<file path="config.mk">
export PLATFORM = sky130hd
export DESIGN_NAME = open_row_evaluator
export DESIGN_NICKNAME = d
export VERILOG_FILES = /design/src/rtl/ore_pkg.sv /design/src/rtl/ore_row_table.sv /design/src/rtl/ore_req_stage.sv /design/src/rtl/ore_sequencer.sv /design/src/rtl/open_row_evaluator.sv
export SDC_FILE = /design/constraint.sdc
export NUM_CORES = 1
export LEC_CHECK = 0
export BUFFER_PORTS_ARGS = -buffer_cell sky130_fd_sc_hd__buf_2
export CORE_ASPECT_RATIO = 0.5
export CORE_MARGIN = 2
export CORE_UTILIZATION = 25
export DETAILED_ROUTE_END_ITERATION = 10
export GPL_ROUTABILITY_DRIVEN = 0
export HOLD_SLACK_MARGIN = 0.15
export PLACE_DENSITY_LB_ADDON = 0.05
export SLEW_MARGIN = 20
export SYNTH_ARGS = -nofsm -noshare
export SYNTH_HDL_FRONTEND = slang
export SYNTH_SLANG_ARGS = --single-unit
</file>
<file path="constraint.sdc">
create_clock -name clk -period 7.8 [get_ports clk]
set_clock_uncertainty 0.1 [all_clocks]
set_input_delay 1.17 -clock clk [delete_from_list [all_inputs] [get_ports clk]]
set_output_delay 1.17 -clock clk [all_outputs]
set_load 0.01 [all_outputs]
</file>
<file path="src/rtl/ore_pkg.sv">
package ore_pkg;
  typedef enum logic [1:0] {
    OP_NONE  = 2'b00,
    OP_ACT   = 2'b01,
    OP_READ  = 2'b10,
    OP_WRITE = 2'b11
  } cmd_op_e;

  typedef enum logic {
    SEQ_IDLE = 1'b0,
    SEQ_HOLD = 1'b1
  } seq_state_e;
endpackage

</file>
<file path="src/rtl/ore_row_table.sv">
module ore_row_table #(
  parameter int BANKS  = 4,
  parameter int BANK_W = 2,
  parameter int ROW_W  = 14
) (
  input  logic              clk,
  input  logic              rst_n,
  input  logic [BANK_W-1:0] lk_bank,
  input  logic [ROW_W-1:0]  lk_row,
  output logic              lk_hit,
  input  logic              set_en,
  input  logic [BANK_W-1:0] set_bank,
  input  logic [ROW_W-1:0]  set_row,
  input  logic              clr_en,
  input  logic              clr_all,
  input  logic [BANK_W-1:0] clr_bank
);
  logic [BANKS-1:0] open_q;
  logic [BANKS-1:0] kill;
  logic [ROW_W-1:0] row_q [BANKS];

  for (genvar g = 0; g < BANKS; g++) begin : g_bank
    assign kill[g] = clr_en && (clr_all || clr_bank == BANK_W'(g));

    always_ff @(posedge clk) begin
      if (!rst_n) begin
        open_q[g] <= 1'b0;
      end else if (set_en && set_bank == BANK_W'(g)) begin
        open_q[g] <= 1'b1;
      end else if (kill[g]) begin
        open_q[g] <= 1'b0;
      end
    end

    always_ff @(posedge clk) begin
      if (set_en && set_bank == BANK_W'(g)) row_q[g] <= set_row;
    end
  end

  // a bank being closed this cycle no longer counts as open
  always_comb begin
    lk_hit = 1'b0;
    for (int i = 0; i < BANKS; i++) begin
      if (lk_bank == BANK_W'(i))
        lk_hit = open_q[i] && !kill[i] && (row_q[i] == lk_row);
    end
  end
endmodule

</file>
<file path="src/rtl/ore_req_stage.sv">
module ore_req_stage #(
  parameter int BANK_W = 2,
  parameter int ROW_W  = 14
) (
  input  logic              clk,
  input  logic              rst_n,
  input  logic              take,
  input  logic [BANK_W-1:0] in_bank,
  input  logic [ROW_W-1:0]  in_row,
  input  logic              in_write,
  input  logic              in_hint,
  input  logic              consume,
  output logic              s_valid,
  output logic [BANK_W-1:0] s_bank,
  output logic [ROW_W-1:0]  s_row,
  output logic              s_write,
  output logic              s_hint
);
  always_ff @(posedge clk) begin
    if (!rst_n) begin
      s_valid <= 1'b0;
    end else if (take) begin
      s_valid <= 1'b1;
    end else if (consume) begin
      s_valid <= 1'b0;
    end
  end

  always_ff @(posedge clk) begin
    if (take) begin
      s_bank  <= in_bank;
      s_row   <= in_row;
      s_write <= in_write;
      s_hint  <= in_hint;
    end
  end
endmodule

</file>
<file path="src/rtl/ore_sequencer.sv">
module ore_sequencer
  import ore_pkg::*;
#(
  parameter int BANK_W  = 2,
  parameter int ROW_W   = 14,
  parameter int ACT_GAP = 2
) (
  input  logic              clk,
  input  logic              rst_n,
  input  logic              s_valid,
  input  logic [BANK_W-1:0] s_bank,
  input  logic [ROW_W-1:0]  s_row,
  input  logic              s_write,
  input  logic              s_hint,
  input  logic              hit,
  output logic              consume,
  output logic              ready,
  output logic              act_en,
  output logic              cmd_valid,
  output logic [1:0]        cmd_op,
  output logic [BANK_W-1:0] cmd_bank,
  output logic [ROW_W-1:0]  cmd_row
);
  localparam int CW = (ACT_GAP > 1) ? $clog2(ACT_GAP) : 1;

  seq_state_e        state;
  logic [CW-1:0]     gap_cnt;
  logic [BANK_W-1:0] h_bank;
  logic [ROW_W-1:0]  h_row;
  logic              h_write;
  logic              miss;

  assign ready   = (state == SEQ_IDLE);
  assign consume = ready && s_valid;
  assign miss    = s_hint && !hit;
  assign act_en  = consume && miss;

  always_ff @(posedge clk) begin
    if (!rst_n) begin
      state     <= SEQ_IDLE;
      gap_cnt   <= '0;
      cmd_valid <= 1'b0;
      cmd_op    <= OP_NONE;
      cmd_bank  <= '0;
      cmd_row   <= '0;
      h_bank    <= '0;
      h_row     <= '0;
      h_write   <= 1'b0;
    end else begin
      cmd_valid <= 1'b0;
      case (state)
        SEQ_IDLE: begin
          if (s_valid) begin
            cmd_valid <= 1'b1;
            cmd_bank  <= s_bank;
            cmd_row   <= s_row;
            if (miss) begin
              cmd_op  <= OP_ACT;
              h_bank  <= s_bank;
              h_row   <= s_row;
              h_write <= s_write;
              gap_cnt <= CW'(ACT_GAP - 1);
              state   <= SEQ_HOLD;
            end else begin
              cmd_op  <= s_write ? OP_WRITE : OP_READ;
            end
          end
        end
        SEQ_HOLD: begin
          if (gap_cnt == '0) begin
            cmd_valid <= 1'b1;
            cmd_op    <= h_write ? OP_WRITE : OP_READ;
            cmd_bank  <= h_bank;
            cmd_row   <= h_row;
            state     <= SEQ_IDLE;
          end else begin
            gap_cnt <= gap_cnt - 1'b1;
          end
        end
        default: state <= SEQ_IDLE;
      endcase
    end
  end
endmodule

</file>
<file path="src/rtl/open_row_evaluator.sv">
module open_row_evaluator #(
  parameter int BANKS   = 4,
  parameter int ROW_W   = 14,
  parameter int ACT_GAP = 2,
  localparam int BANK_W = (BANKS > 1) ? $clog2(BANKS) : 1
) (
  input  logic              clk,
  input  logic              rst_n,
  input  logic              req_valid,
  output logic              req_ready,
  input  logic [BANK_W-1:0] req_bank,
  input  logic [ROW_W-1:0]  req_row,
  input  logic              req_write,
  input  logic              req_hint,
  input  logic              prech_valid,
  input  logic              prech_all,
  input  logic [BANK_W-1:0] prech_bank,
  output logic              cmd_valid,
  output logic [1:0]        cmd_op,
  output logic [BANK_W-1:0] cmd_bank,
  output logic [ROW_W-1:0]  cmd_row
);
  logic              s_valid, s_write, s_hint;
  logic [BANK_W-1:0] s_bank;
  logic [ROW_W-1:0]  s_row;
  logic              hit, consume, act_en;

  ore_req_stage #(.BANK_W(BANK_W), .ROW_W(ROW_W)) u_stage (
    .clk(clk), .rst_n(rst_n),
    .take(req_valid && req_ready),
    .in_bank(req_bank), .in_row(req_row), .in_write(req_write), .in_hint(req_hint),
    .consume(consume),
    .s_valid(s_valid), .s_bank(s_bank), .s_row(s_row), .s_write(s_write), .s_hint(s_hint)
  );

  ore_row_table #(.BANKS(BANKS), .BANK_W(BANK_W), .ROW_W(ROW_W)) u_table (
    .clk(clk), .rst_n(rst_n),
    .lk_bank(s_bank), .lk_row(s_row), .lk_hit(hit),
    .set_en(act_en), .set_bank(s_bank), .set_row(s_row),
    .clr_en(prech_valid), .clr_all(prech_all), .clr_bank(prech_bank)
  );

  ore_sequencer #(.BANK_W(BANK_W), .ROW_W(ROW_W), .ACT_GAP(ACT_GAP)) u_seq (
    .clk(clk), .rst_n(rst_n),
    .s_valid(s_valid), .s_bank(s_bank), .s_row(s_row), .s_write(s_write), .s_hint(s_hint),
    .hit(hit), .consume(consume), .ready(req_ready), .act_en(act_en),
    .cmd_valid(cmd_valid), .cmd_op(cmd_op), .cmd_bank(cmd_bank), .cmd_row(cmd_row)
  );
endmodule

</file>
==> flow_metrics.py <==
metrics = {
    "sta": {
        "finalSetupViolations": 0,
        "period_needed_ns": 3.43,
        "fin_setup_tns_ns": 0,
        "tightestPinTransition_ns": 0.988,
        "final_period_util": 0.439,
        "rsz0062_at_grt": "no",
        "setup_ws_ns": 4.37,
        "timing_max_transition_violations_final": 0,
        "hold_viol_final": 0,
        "max_slew_margin": 0.338,
        "max_freq_ghz": 0.292,
    },
    "final_layout": {
        "number_of_nets_in_the_finished_design": 432,
        "post_route_cells_drive_above_1_share": 0.198,
        "final_core_util": 0.314,
        "antenna_cells": 0,
        "area.growth.synth_to_final_pct": 21.9,
    },
    "die": {
        "fp-row-count": 35,
        "dieHeight_um": 102,
        "initial_utilization": 0.258,
        "chipWidth_um": 200,
        "design.die.area_sq_um": 20400,
        "io_pins": 45,
        "core_area_sq_um": 18600,
    },
    "power_and_ir_drop": {
        "power_density_nw_per_um2": 280,
        "power.clock.fraction": 0.514,
        "p_comb_frac": 0.050,
        "p_int_w": 0.00128,
        "vdd_ir_drop_max_mv": 0.147,
        "power.net_switching_w": 0.000356,
        "netSwitchingFraction": 0.217,
        "sequentialPowerShare": 0.436,
        "p_total_w": 0.00164,
        "p_leak_nw": 2.04,
    },
    "critical_path": {
        "slowest_library_cell_on_the_worst_path": "sky130_fd_sc_hd__nor3b_2",
        "worst_setup_path_start_kind": "input port",
        "worst-setup-path-type": "input port to flop",
        "critical_path_arrival_ns": 3.35,
        "crit_end_element": "flop",
        "crit_path_max_incr_delay_ns": 0.90,
        "crit_fanout": 14,
        "required_time_of_the_critical_path_ns": 7.72,
        "cpLargestDelayFamily": "simple AND/OR/NAND/NOR gates",
        "reg2reg_slack_ns": 4.37,
        "crit_buf_inv": 1,
        "path_cells": "buf_2, nor2b_1, o21ai_0, nand2_1, o32ai_2, nor3_1, nand2_1, nor3b_2",
        "path_common_cell": "sky130_fd_sc_hd__nand2_1",
    },
    "detailed_routing": {
        "drt_first_pass_iters": 4,
        "route.final.wire_length_mm": 11.2,
        "detailedRoute.firstIterationViolations": 105,
        "final_antenna_net_count": 0,
        "routed_via_density": 4.08,
        "num_vias": 2769,
        "drc_errors_left": 0,
        "route.detailed.wl_per_inst_um": 16.4,
    },
    "synthesis": {
        "ys_async_sr_fraction": 0,
        "synth.top_cell.area_share": 0.463,
        "synthTopCellsByArea": "sky130_fd_sc_hd__edfxtp_1, sky130_fd_sc_hd__dfxtp_1, sky130_fd_sc_hd__xor2_1",
        "ys_ff_latch": 117,
        "syn_nets": 396,
        "synthDominantAreaCellType": "sky130_fd_sc_hd__edfxtp_1",
        "ys.flop_type": "sky130_fd_sc_hd__edfxtp_1",
        "number_of_enable_flip_flop_cells_after_synthesis": 74,
        "synth.cells.most_frequent": "sky130_fd_sc_hd__edfxtp_1, sky130_fd_sc_hd__xor2_1, sky130_fd_sc_hd__dfxtp_1, sky130_fd_sc_hd__nand2_1, sky130_fd_sc_hd__mux2i_1",
        "post_synth.cell_area_avg_sq_um": 12.9,
        "mappedNetlistArea_sq_um": 4790,
        "netlist_instances": 371,
        "synth_cell_type_count": 33,
        "synth_warnings": 0,
        "post-synth-top-count-cell": "sky130_fd_sc_hd__edfxtp_1",
        "synth.yosys.seq_area_share": 0.643,
    },
    "cts": {
        "cts.root.buffer_cell": "sky130_fd_sc_hd__clkbuf_16",
        "clock_insertion_delay_worst_skew_ns": 0.41,
        "cts_tree": "done",
        "tritoncts.num_buffers": 17,
        "cts_setup_buffers": 0,
        "h-tree-depth": 4,
        "clockBufferDepth": 2,
        "clock-sinks": 117,
        "post_cts.resized_instances": 0,
        "clk_transition_reported_paths_ns": 0.06,
        "cts.hold.buffers_added": 0,
    },
    "hold_path": {
        "hp-class": "flop to flop",
    },
    "global_route": {
        "grt_pass1_wl_mm": 17.2,
        "grt_use_total": 0.121,
        "grt_remaining_overflow": 0,
        "via_count_of_the_first_global_routing_pass": 2813,
        "antenna_found_initial": 0,
        "maximum_number_of_pins_on_one_net_before_global_route_repair": 39,
    },
    "placed_design": {
        "pre_cts_slack_ns": 4.02,
        "port_buffers": 44,
        "place.detailed.hpwl_mm": 7.69,
    },
    "flow_run": {
        "maxCapViolations": 0,
    },
    "outcome": {
        "run_status": "complete, no violations",
    },
}
## worst reg2reg max path, cell delays in order (launching register included)
cell and delay (ns):
sky130_fd_sc_hd__edfxtp_1 0.73, sky130_fd_sc_hd__xor2_1 0.20, sky130_fd_sc_hd__nor4_1 0.07, sky130_fd_sc_hd__nand4_1 0.18, sky130_fd_sc_hd__o32ai_2 0.11, sky130_fd_sc_hd__nor3_1 0.39
sky130_fd_sc_hd__nand2_1 0.35, sky130_fd_sc_hd__nor3b_2 0.90
## layout make-up
| cell class | count | area, sq um |
|---|---|---|
| Clock buffer | 18 | 429 |
| Clock inverter | 14 | 209 |
| Fill cell | 1871 | 12800 |
| Inverter | 3 | 11.3 |
| Multi-Input combinational cell | 222 | 1550 |
| Sequential cell | 117 | 3080 |
| Tap cell | 259 | 324 |
| Timing Repair Buffer | 46 | 235 |
## power by group through the flow
| stage | clock [W] | sequential (W) | combinational, W |
|---|---|---|---|
| detailed placement | 0 | 0.000727 | 0.0000833 |
| global placement | 0 | 0.000726 | 0.0000821 |
| floorplan | 0 | 0.000710 | 0.0000649 |
| global route | 0.000895 | 0.000718 | 0.0000928 |
| CTS | 0.000866 | 0.000715 | 0.0000837 |
| finish | 0.000841 | 0.000714 | 0.0000826 |
## flip-flops by register name, indices dropped and copies added (netlist names), 2 cells and up
register / flops
u_stage.s_row: 14
u_table.open_q: 4
u_seq.cmd_op: 2
u_table.row_q: 56
u_stage.s_bank: 2
u_seq.cmd_row: 14
u_seq.cmd_bank: 2
u_seq.h_row: 14
u_seq.h_bank: 2
## path summary, 6_finish.rpt
kind | depth (start not counted) | end | startpoint
worst max-delay path | 8 | u_table.row_q[2][2] | prech_bank[0]
worst max register to register | 7 | u_table.row_q[2][2] | u_stage.s_row[2]
worst min register to register | 2 | u_seq.h_bank[0] | u_seq.h_bank[0]
worst min-delay path | 2 | u_seq.h_bank[0] | u_seq.h_bank[0]
## metal layers
metal | up-vias | track usage | part of all wire
met5 | - | 0 | 0
met1 | 1302 | 0.175 | 0.54
met4 | 0 | 0.0462 | 0.013
met2 | 65 | 0.165 | 0.39
met3 | 14 | 0.0393 | 0.055
li1 | 1388 | - | -
## per-stage QoR
stage                     hold slack, ns  instances  area [sq um]
after floorplan                    0.330        371          4790
after global placement             0.342        647          5190
after detailed placement           0.350        647          5190
after CTS                          0.357        679          5830
after global routing               0.372        679          5840
final                              0.354        679          5840
## cell usage in the layout (no fill, tap or decap), types with 2 or more instances in the layout
master / instances
sky130_fd_sc_hd__o21ai_0: 7
sky130_fd_sc_hd__buf_2: 44
sky130_fd_sc_hd__a211oi_1: 16
sky130_fd_sc_hd__inv_1: 3
sky130_fd_sc_hd__clkinvlp_4: 5
sky130_fd_sc_hd__nor4_1: 10
sky130_fd_sc_hd__xor2_1: 46
sky130_fd_sc_hd__nand2b_1: 2
sky130_fd_sc_hd__mux2i_1: 33
sky130_fd_sc_hd__nor2b_1: 3
sky130_fd_sc_hd__edfxtp_1: 74
sky130_fd_sc_hd__clkbuf_16: 17
sky130_fd_sc_hd__nor2_1: 20
sky130_fd_sc_hd__nor3_1: 5
sky130_fd_sc_hd__nor3b_1: 2
sky130_fd_sc_hd__a21oi_1: 4
sky130_fd_sc_hd__nand2_1: 42
sky130_fd_sc_hd__clkinv_1: 2
sky130_fd_sc_hd__dfxtp_1: 43
sky130_fd_sc_hd__bufinv_16: 5
sky130_fd_sc_hd__buf_4: 2
sky130_fd_sc_hd__xnor2_1: 10
sky130_fd_sc_hd__o32ai_1: 2
sky130_fd_sc_hd__nand4_1: 6
## cell families (layout without fill, tap and decap cells)
family / Yosys count / in the layout / synth area share
DFF: 117 / 117 / 0.643
and+or+nand+nor: 98 / 98 / 0.0939
xor gates and xnor gates: 56 / 56 / 0.102
AOI/OAI and AO/OA: 35 / 35 / 0.0527
muxes: 33 / 33 / 0.0689
buffers and inverters: 32 / 81 / 0.0391
(Power assumes the default switching activity.)
